--- src/rtl/pct_pkg.sv ---
package pct_pkg;

    localparam int PCT_W    = 7;
    localparam int PCT_FULL = 100;

    typedef enum logic [1:0] {
        ST_IDLE = 2'd0,
        ST_ON   = 2'd1,
        ST_OFF  = 2'd2,
        ST_HOLD = 2'd3
    } tmr_state_e;

endpackage

--- src/rtl/pct_scale.sv ---
module pct_scale
    import pct_pkg::*;
#(
    parameter int CNT_W = 16
) (
    input  logic [CNT_W-1:0] len_i,
    input  logic [PCT_W-1:0] pct_i,
    output logic [CNT_W-1:0] t2_o,
    output logic [CNT_W-1:0] t1_o
);

    localparam int PROD_W = CNT_W + PCT_W;
    localparam logic [PROD_W-1:0] DIVISOR = PROD_W'(PCT_FULL);
    localparam logic [PCT_W-1:0]  PCT_MAX = PCT_W'(PCT_FULL);

    logic [PCT_W-1:0]  pct_c;
    logic [PROD_W-1:0] prod;
    logic [PROD_W-1:0] quot;

    always_comb begin
        pct_c = (pct_i > PCT_MAX) ? PCT_MAX : pct_i;
        t2_o  = (len_i == '0) ? CNT_W'(1) : len_i;
        prod  = PROD_W'(t2_o) * PROD_W'(pct_c);
        quot  = prod / DIVISOR;
        t1_o  = quot[CNT_W-1:0];
    end

endmodule

--- src/rtl/pct_cycle_fsm.sv ---
module pct_cycle_fsm
    import pct_pkg::*;
#(
    parameter int CNT_W = 16
) (
    input  logic             clk_i,
    input  logic             rst_ni,
    input  logic             power_i,
    input  logic             tick_i,
    input  logic             memory_en_i,
    input  logic [CNT_W-1:0] t2_new_i,
    input  logic [CNT_W-1:0] t1_new_i,
    output logic             out_o,
    output tmr_state_e       state_o,
    output logic [CNT_W-1:0] pos_o,
    output logic [CNT_W-1:0] t1_o,
    output logic [CNT_W-1:0] t2_o
);

    tmr_state_e       state_q, state_d;
    logic [CNT_W-1:0] pos_q, pos_d;
    logic [CNT_W-1:0] t1_q, t1_d;
    logic [CNT_W-1:0] t2_q, t2_d;
    logic [CNT_W-1:0] pos_inc;
    logic             at_end;

    assign pos_inc = pos_q + CNT_W'(1);
    assign at_end  = (pos_inc == t2_q);

    always_comb begin
        state_d = state_q;
        pos_d   = pos_q;
        t1_d    = t1_q;
        t2_d    = t2_q;
        unique case (state_q)
            ST_IDLE: begin
                if (power_i) begin
                    pos_d   = '0;
                    t1_d    = t1_new_i;
                    t2_d    = t2_new_i;
                    state_d = (t1_new_i != '0) ? ST_ON : ST_OFF;
                end
            end
            ST_ON, ST_OFF: begin
                if (!power_i) begin
                    if (memory_en_i) begin
                        state_d = ST_HOLD;
                    end else begin
                        state_d = ST_IDLE;
                        pos_d   = '0;
                    end
                end else if (tick_i) begin
                    if (at_end) begin
                        pos_d   = '0;
                        t1_d    = t1_new_i;
                        t2_d    = t2_new_i;
                        state_d = (t1_new_i != '0) ? ST_ON : ST_OFF;
                    end else begin
                        pos_d   = pos_inc;
                        state_d = (pos_inc < t1_q) ? ST_ON : ST_OFF;
                    end
                end
            end
            ST_HOLD: begin
                if (!memory_en_i && !power_i) begin
                    state_d = ST_IDLE;
                    pos_d   = '0;
                end else if (power_i && memory_en_i) begin
                    state_d = (pos_q < t1_q) ? ST_ON : ST_OFF;
                end else if (power_i) begin
                    pos_d   = '0;
                    t1_d    = t1_new_i;
                    t2_d    = t2_new_i;
                    state_d = (t1_new_i != '0) ? ST_ON : ST_OFF;
                end
            end
            default: begin
                state_d = ST_IDLE;
                pos_d   = '0;
            end
        endcase
    end

    always_ff @(posedge clk_i) begin
        if (!rst_ni) begin
            state_q <= ST_IDLE;
            pos_q   <= '0;
            t1_q    <= '0;
            t2_q    <= CNT_W'(1);
        end else begin
            state_q <= state_d;
            pos_q   <= pos_d;
            t1_q    <= t1_d;
            t2_q    <= t2_d;
        end
    end

    always_comb begin
        out_o   = (state_q == ST_ON);
        state_o = state_q;
        pos_o   = pos_q;
        t1_o    = t1_q;
        t2_o    = t2_q;
    end

endmodule

--- src/rtl/pct_duty_timer.sv ---
module pct_duty_timer
    import pct_pkg::*;
#(
    parameter int CNT_W = 16
) (
    input  logic             clk_i,
    input  logic             rst_ni,
    input  logic             power_i,
    input  logic             tick_i,
    input  logic [CNT_W-1:0] cycle_len_i,
    input  logic [PCT_W-1:0] percent_i,
    input  logic             memory_en_i,
    output logic             out_o
);

    logic [CNT_W-1:0] t2_new;
    logic [CNT_W-1:0] t1_new;
    tmr_state_e       cyc_state;
    logic [CNT_W-1:0] cyc_pos;
    logic [CNT_W-1:0] cyc_t1;
    logic [CNT_W-1:0] cyc_t2;

    pct_scale #(.CNT_W(CNT_W)) u_scale (
        .len_i (cycle_len_i),
        .pct_i (percent_i),
        .t2_o  (t2_new),
        .t1_o  (t1_new)
    );

    pct_cycle_fsm #(.CNT_W(CNT_W)) u_fsm (
        .clk_i       (clk_i),
        .rst_ni      (rst_ni),
        .power_i     (power_i),
        .tick_i      (tick_i),
        .memory_en_i (memory_en_i),
        .t2_new_i    (t2_new),
        .t1_new_i    (t1_new),
        .out_o       (out_o),
        .state_o     (cyc_state),
        .pos_o       (cyc_pos),
        .t1_o        (cyc_t1),
        .t2_o        (cyc_t2)
    );

endmodule

--- config.mk ---
export PLATFORM = sky130hd
export DESIGN_NAME = pct_duty_timer
export DESIGN_NICKNAME = d
export VERILOG_FILES = /design/src/rtl/pct_pkg.sv /design/src/rtl/pct_scale.sv /design/src/rtl/pct_cycle_fsm.sv /design/src/rtl/pct_duty_timer.sv
export SDC_FILE = /design/constraint.sdc
export NUM_CORES = 1
export LEC_CHECK = 0
export BUFFER_PORTS_ARGS = -buffer_cell sky130_fd_sc_hd__buf_2
export CAP_MARGIN = 40
export CORE_AREA = 2 2 149 151
export CTS_BUF_LIST = sky130_fd_sc_hd__clkbuf_16
export DETAILED_ROUTE_END_ITERATION = 7
export DIE_AREA = 0 0 151 153
export HOLD_SLACK_MARGIN = 0.1
export PLACE_DENSITY = 0.71
export SLEW_MARGIN = 40
export SYNTH_ARGS = -nofsm -noshare
export SYNTH_HDL_FRONTEND = slang
export SYNTH_HIERARCHICAL = 1
export SYNTH_SLANG_ARGS = --single-unit
--- constraint.sdc ---
create_clock -name clk_i -period 17.15 [get_ports clk_i]
set_input_delay 0.8575 -clock clk_i [delete_from_list [all_inputs] [get_ports clk_i]]
set_output_delay 0.8575 -clock clk_i [all_outputs]
set_load 0.01 [all_outputs]
==> metrics, run 1 <==
first-pass GRT wire length 53940 um; Chip Width 151 um; Hold Path Class reg -> reg; GR Util All Layers 27.88%; final WL 33180 um; max incr delay on CP 0.54 ns; Post-Syn Area 11660 um2; Final WS setup 0.6942 ns; Synth cell types 128; CTS Buf Count 5; number of flops mapped to enable cells by yosys 0; crit start category primary input; routed vias/inst 6.547; IO buf count 28; core area 21490 um2; fillers 2046; row count 54; post-DP HPWL 25550 um; I/O pin count 29; Routed WL per cell 18.62 um; slowest stage cell, crit path fa_1; DIE AREA 23100 um2; height of the die 153 um; Util after Layout 57.49%; vias in the first global route 11000; critical path fanouts, max 10; Tcrit/Tclk final 95.95%; max-cap violations 0; CTS HTree Levels 2; Post-DRT Antenna Nets 0; final hold vios 0; WP data arrival 16.69 ns; fraction of registers with async set/reset 0%; # nets final 1673; hold_buf cts 0; register clock-pin slew on the reported worst setup and hold paths 0.07 ns; Setup TNS 0 ns; Ys Warns 6; gpl congestion 0.9574; WHS 0.4592 ns; number of synthesized register bits 50; Clock Latency Late Sink 0.29 ns; CTS sink cnt 50; final setup violation count 0; commonest register cell after synthesis dfxtp_1; Worst Skew 0.006931 ns; part of the Yosys area used for sequential elements 8.584%; routed via count 11670; grt ovf 0; CP endpoint kind register; Post-Synthesis Cells 1532; synthesized area per cell 7.612 um2; # DRC 0; synthesis-to-finish area growth 5.933%; worst relative slew slack 37.66%; status finished, final reports clean; antenna violations before repair 0; 1st-iter DRT viols 992; largest net degree at the start of global routing 69; CP Class in -> reg; clock buffer depth 2; Final Slew Violations 0; CTS root buffer clkbuf_16; syn_nets 1704; Worst Path Required 17.39 ns; fin crit period 16.46 ns; share of cells above drive strength 1 12.32%; initial core utilization 54.27%; FMAX 0.06077 GHz; Antenna diodes 0; CTS tree done; drt first pass iters 6; DP Worst Slack 0.2766 ns; Slew @ Worst Pin 0.9284 ns
## sequential cells by signal (all words and copies together), names as in the netlist
signal	count
u_fsm/state_o	2
u_fsm/t2_o	16
u_fsm/pos_o	16
u_fsm/t1_o	16
## critical path, delay by kind of cell
family / cells / cell delay (ns)
buffers and inverters: 6 / 0.64
muxes: 1 / 0.39
and+or+nand+nor: 14 / 3.70
AOI/OAI and AO/OA: 33 / 8.53
adders and majority gates: 5 / 2.55
## layout by cell type, fill, tap and decap left out, types with 16 or more instances in the layout
cell	n
nand2_1	158
inv_1	103
nand3_1	85
a21oi_1	76
ha_1	75
fa_1	69
nor2_1	66
and2_1	62
o21ai_0	59
and3_1	51
dfxtp_1	50
o21ai_1	45
xnor2_1	38
buf_4	31
buf_2	28
xor2_1	26
nand4_1	24
nor3_1	21
a31oi_1	21
nor4_1	20
or3_1	17
a21o_1	17
mux2i_1	16
## path summary, 6_finish.rpt
kind / start / endpoint / slack (ns) / cells past startpoint
setup / recovery: cycle_len_i[8] / u_fsm/state_o[0] / 0.69 / 59
hold / removal: u_fsm/t1_o[9] / u_fsm/t1_o[9] / 0.46 / 2
setup reg to reg: u_fsm/pos_o[0] / u_fsm/state_o[0] / 13.30 / 12
hold reg to reg: u_fsm/t1_o[9] / u_fsm/t1_o[9] / 0.46 / 2
## per-stage QoR
stage / std cells / instance area [um2]
finish: 1782 / 12350
global route: 1782 / 12350
CTS: 1777 / 12070
detailed placement: 1769 / 11890
global placement: 1769 / 11890
floorplan: 1532 / 11660
## layout make-up
class	instances	area [um2]	share of cell area (%)
Multi-Input combinational cell	1281	10070	81.48
Sequential cell	50	1001	8.103
Inverter	104	390.4	3.160
Timing Repair Buffer	59	372.9	3.018
Tap cell	280	350.3	2.836
Clock buffer	5	125.1	1.013
Clock inverter	3	47.55	0.3849
## routing by layer
| metal | GRT usage [%] | vias up | wire [um] |
|---|---|---|---|
| li1 | - | 5589 | - |
| met1 | 39.25 | 5530 | 14950 |
| met2 | 45.15 | 465 | 15500 |
| met3 | 2.627 | 82 | 1840 |
| met4 | 8.456 | 0 | 895 |
| met5 | 0 | - | 0 |
## what timing repair did
action / 4_1_cts / 5_1_grt
buffers inserted: 0 / 5
setup endpoints to repair: 0 / 3
gates resized for setup: 0 / 41
## synth_stat cells, types with 7 or more instances
master | count | area, um2
mux2i_1 | 16 | 160.2
a211o_1 | 8 | 70.07
inv_1 | 103 | 386.6
nor2_1 | 68 | 255.2
buf_6 | 8 | 90.09
nand4_1 | 24 | 150.1
o211ai_1 | 15 | 112.6
nor4_1 | 23 | 143.9
a2bb2oi_1 | 8 | 70.07
and4_1 | 7 | 61.31
o31a_1 | 8 | 70.07
fa_1 | 69 | 1381
clkbuf_1 | 58 | 217.7
nand2_1 | 158 | 593.1
nor3_1 | 23 | 115.1
o21ai_1 | 43 | 215.2
xor2_1 | 27 | 236.5
nand3_1 | 86 | 430.4
a21oi_1 | 77 | 385.4
and3_1 | 51 | 319.1
a211oi_1 | 15 | 112.6
o2111ai_1 | 9 | 78.83
xnor2_1 | 41 | 359.1
o31ai_1 | 10 | 75.07
o21a_1 | 10 | 75.07
nor2b_1 | 12 | 75.07
o21ai_0 | 61 | 305.3
o311ai_0 | 9 | 78.83
a21o_1 | 17 | 127.6
or3_1 | 18 | 112.6
o22ai_1 | 10 | 62.56
a22oi_1 | 7 | 52.55
buf_2 | 24 | 120.1
dfxtp_1 | 50 | 1001
a31oi_1 | 22 | 137.6
and2_1 | 63 | 394.1
ha_1 | 75 | 938.4
nand2b_1 | 9 | 56.30
## cells by family after synthesis
group           share of synthesized area [%]
simple gates                            27.17
compound gates                          28.96
fa+ha+maj                               19.99
xor+xnor                                5.783
buf+inv                                 7.339
mux                                     2.178
flops                                   8.584
Power of run 1 is not shown: default switching activity piles up to over one toggle a cycle in this logic, so the estimate is an artifact.
==> run 2, diff against run 1 <==
--- a/config.mk
+++ b/config.mk
@@ -13,8 +13,10 @@
 export DIE_AREA = 0 0 151 153
 export HOLD_SLACK_MARGIN = 0.1
 export PLACE_DENSITY = 0.71
+export RECOVER_POWER = 25
 export SLEW_MARGIN = 40
 export SYNTH_ARGS = -nofsm -noshare
 export SYNTH_HDL_FRONTEND = slang
 export SYNTH_HIERARCHICAL = 1
 export SYNTH_SLANG_ARGS = --single-unit
+export TNS_END_PERCENT = 10
==> run 2 against run 1 <==
Against the previous run: sequential share of layout area about the same; highest routed layer unchanged; critical path type unchanged; clock skew increased by 0.0017 ns; die area unchanged; largest cell class unchanged.
==> metrics, run 2 (synthesis gave the netlist of run 1 again) <==
worst relative slew slack 6.516%; DIE AREA 23100 um2; I/O pin count 29; Worst Skew 0.008654 ns; most common cell after layout, fill and taps aside nand2_1; CP endpoint kind register; CTS sink cnt 50; clock buffer depth 2; height of the die 153 um; status finished, final reports clean; Clock Latency Late Sink 0.30 ns; slowest stage cell, crit path fa_1; first-pass GRT wire length 53940 um; Slew @ Worst Pin 1.394 ns; final hold vios 0; register clock-pin slew on the reported worst setup and hold paths 0.07 ns; final WL 33140 um; Final WS setup 0.6646 ns; CTS root buffer clkbuf_16; commonest cells after routing, fill and taps aside nand2_1, inv_1, nand3_1; routed via count 11740; initial core utilization 54.27%; # DRC 0; share of cells above drive strength 1 12.05%; Post-DRT Antenna Nets 0; grt ovf 0; 1st-iter DRT viols 1010; CTS HTree Levels 2; Hold Path Class reg -> reg; Chip Width 151 um; Tcrit/Tclk final 96.12%; drt first pass iters 6; synthesis-to-finish area growth 5.772%; antenna violations before repair 0; hold_buf cts 0; core area 21490 um2; CP Class in -> reg; max-cap violations 0; CTS tree done; GR Util All Layers 27.88%; post-DP HPWL 25550 um; FMAX 0.06066 GHz; row count 54; gpl congestion 0.9574; Worst Path Required 17.39 ns; Final Slew Violations 0; max incr delay on CP 0.54 ns; final setup violation count 0; Antenna diodes 0; routed vias/inst 6.589; fillers 2051; # nets final 1673; WP data arrival 16.72 ns; fin crit period 16.49 ns; crit start category primary input; DP Worst Slack 0.2766 ns; largest net degree at the start of global routing 69; Routed WL per cell 18.60 um; CTS Buf Count 5; critical path fanouts, max 10; vias in the first global route 11000; IO buf count 28
run 2: repair_timing:
action | CTS | global route
buffers inserted | 0 | 5
resized for setup | 0 | 41
endpoints found under the setup margin | 0 | 3
hold endpoints to repair | 0 | 0
run 2: metrics by stage:
| stage | cells | hold WS, ns | utilization [%] | TNS, ns | area (um2) |
|---|---|---|---|---|---|
| after global routing | 1782 | 0.4924 | 57.41 | -0.06514 | 12330 |
| after detailed placement | 1769 | 0.4508 | 55.35 | 0 | 11890 |
| after global placement | 1769 | 0.4444 | 55.34 | 0 | 11890 |
| final | 1782 | 0.4593 | 57.41 | 0 | 12330 |
| after CTS | 1777 | 0.4629 | 56.16 | 0 | 12070 |
| after floorplan | 1532 | 0.4367 | - | 0 | 11660 |
run 2: metal layers:
layer | global-route usage (%) | share of wire [%] | wire length (um)
met1 | 39.25 | 45 | 14870
met2 | 45.15 | 46 | 15370
met3 | 2.627 | 5.9 | 1962
met4 | 8.456 | 2.8 | 939
met5 | 0 | 0 | 0
run 2: worst max-delay path: cells and delay by family:
| family | cells | cell delay (ns) |
|---|---|---|
| compound gates | 33 | 8.56 |
| fa+ha+maj | 5 | 2.54 |
| buf+inv | 6 | 0.63 |
| mux | 1 | 0.39 |
| simple gates | 14 | 3.72 |
run 2: final timing paths:
kind / cells after the start / slack [ns] / start / endpoint
worst max-delay path: 59 / 0.66 / cycle_len_i[8] / u_fsm/state_o[0]
worst min-delay path: 2 / 0.46 / u_fsm/t1_o[9] / u_fsm/t1_o[9]
worst max register to register: 9 / 13.02 / u_fsm/pos_o[0] / u_fsm/pos_o[3]
worst min register to register: 2 / 0.46 / u_fsm/t1_o[9] / u_fsm/t1_o[9]
run 2: cell type report:
class | instances | area [um2] | share of cell area (%)
multi-input cells | 1281 | 10050 | 81.47
flip-flops and latches | 50 | 1001 | 8.115
inverters | 104 | 390.4 | 3.165
repair buffers | 59 | 371.6 | 3.013
well taps | 280 | 350.3 | 2.840
clock buffers | 5 | 125.1 | 1.014
clock inverters | 3 | 47.55 | 0.3855
Power of run 2 is left out for the same reason.
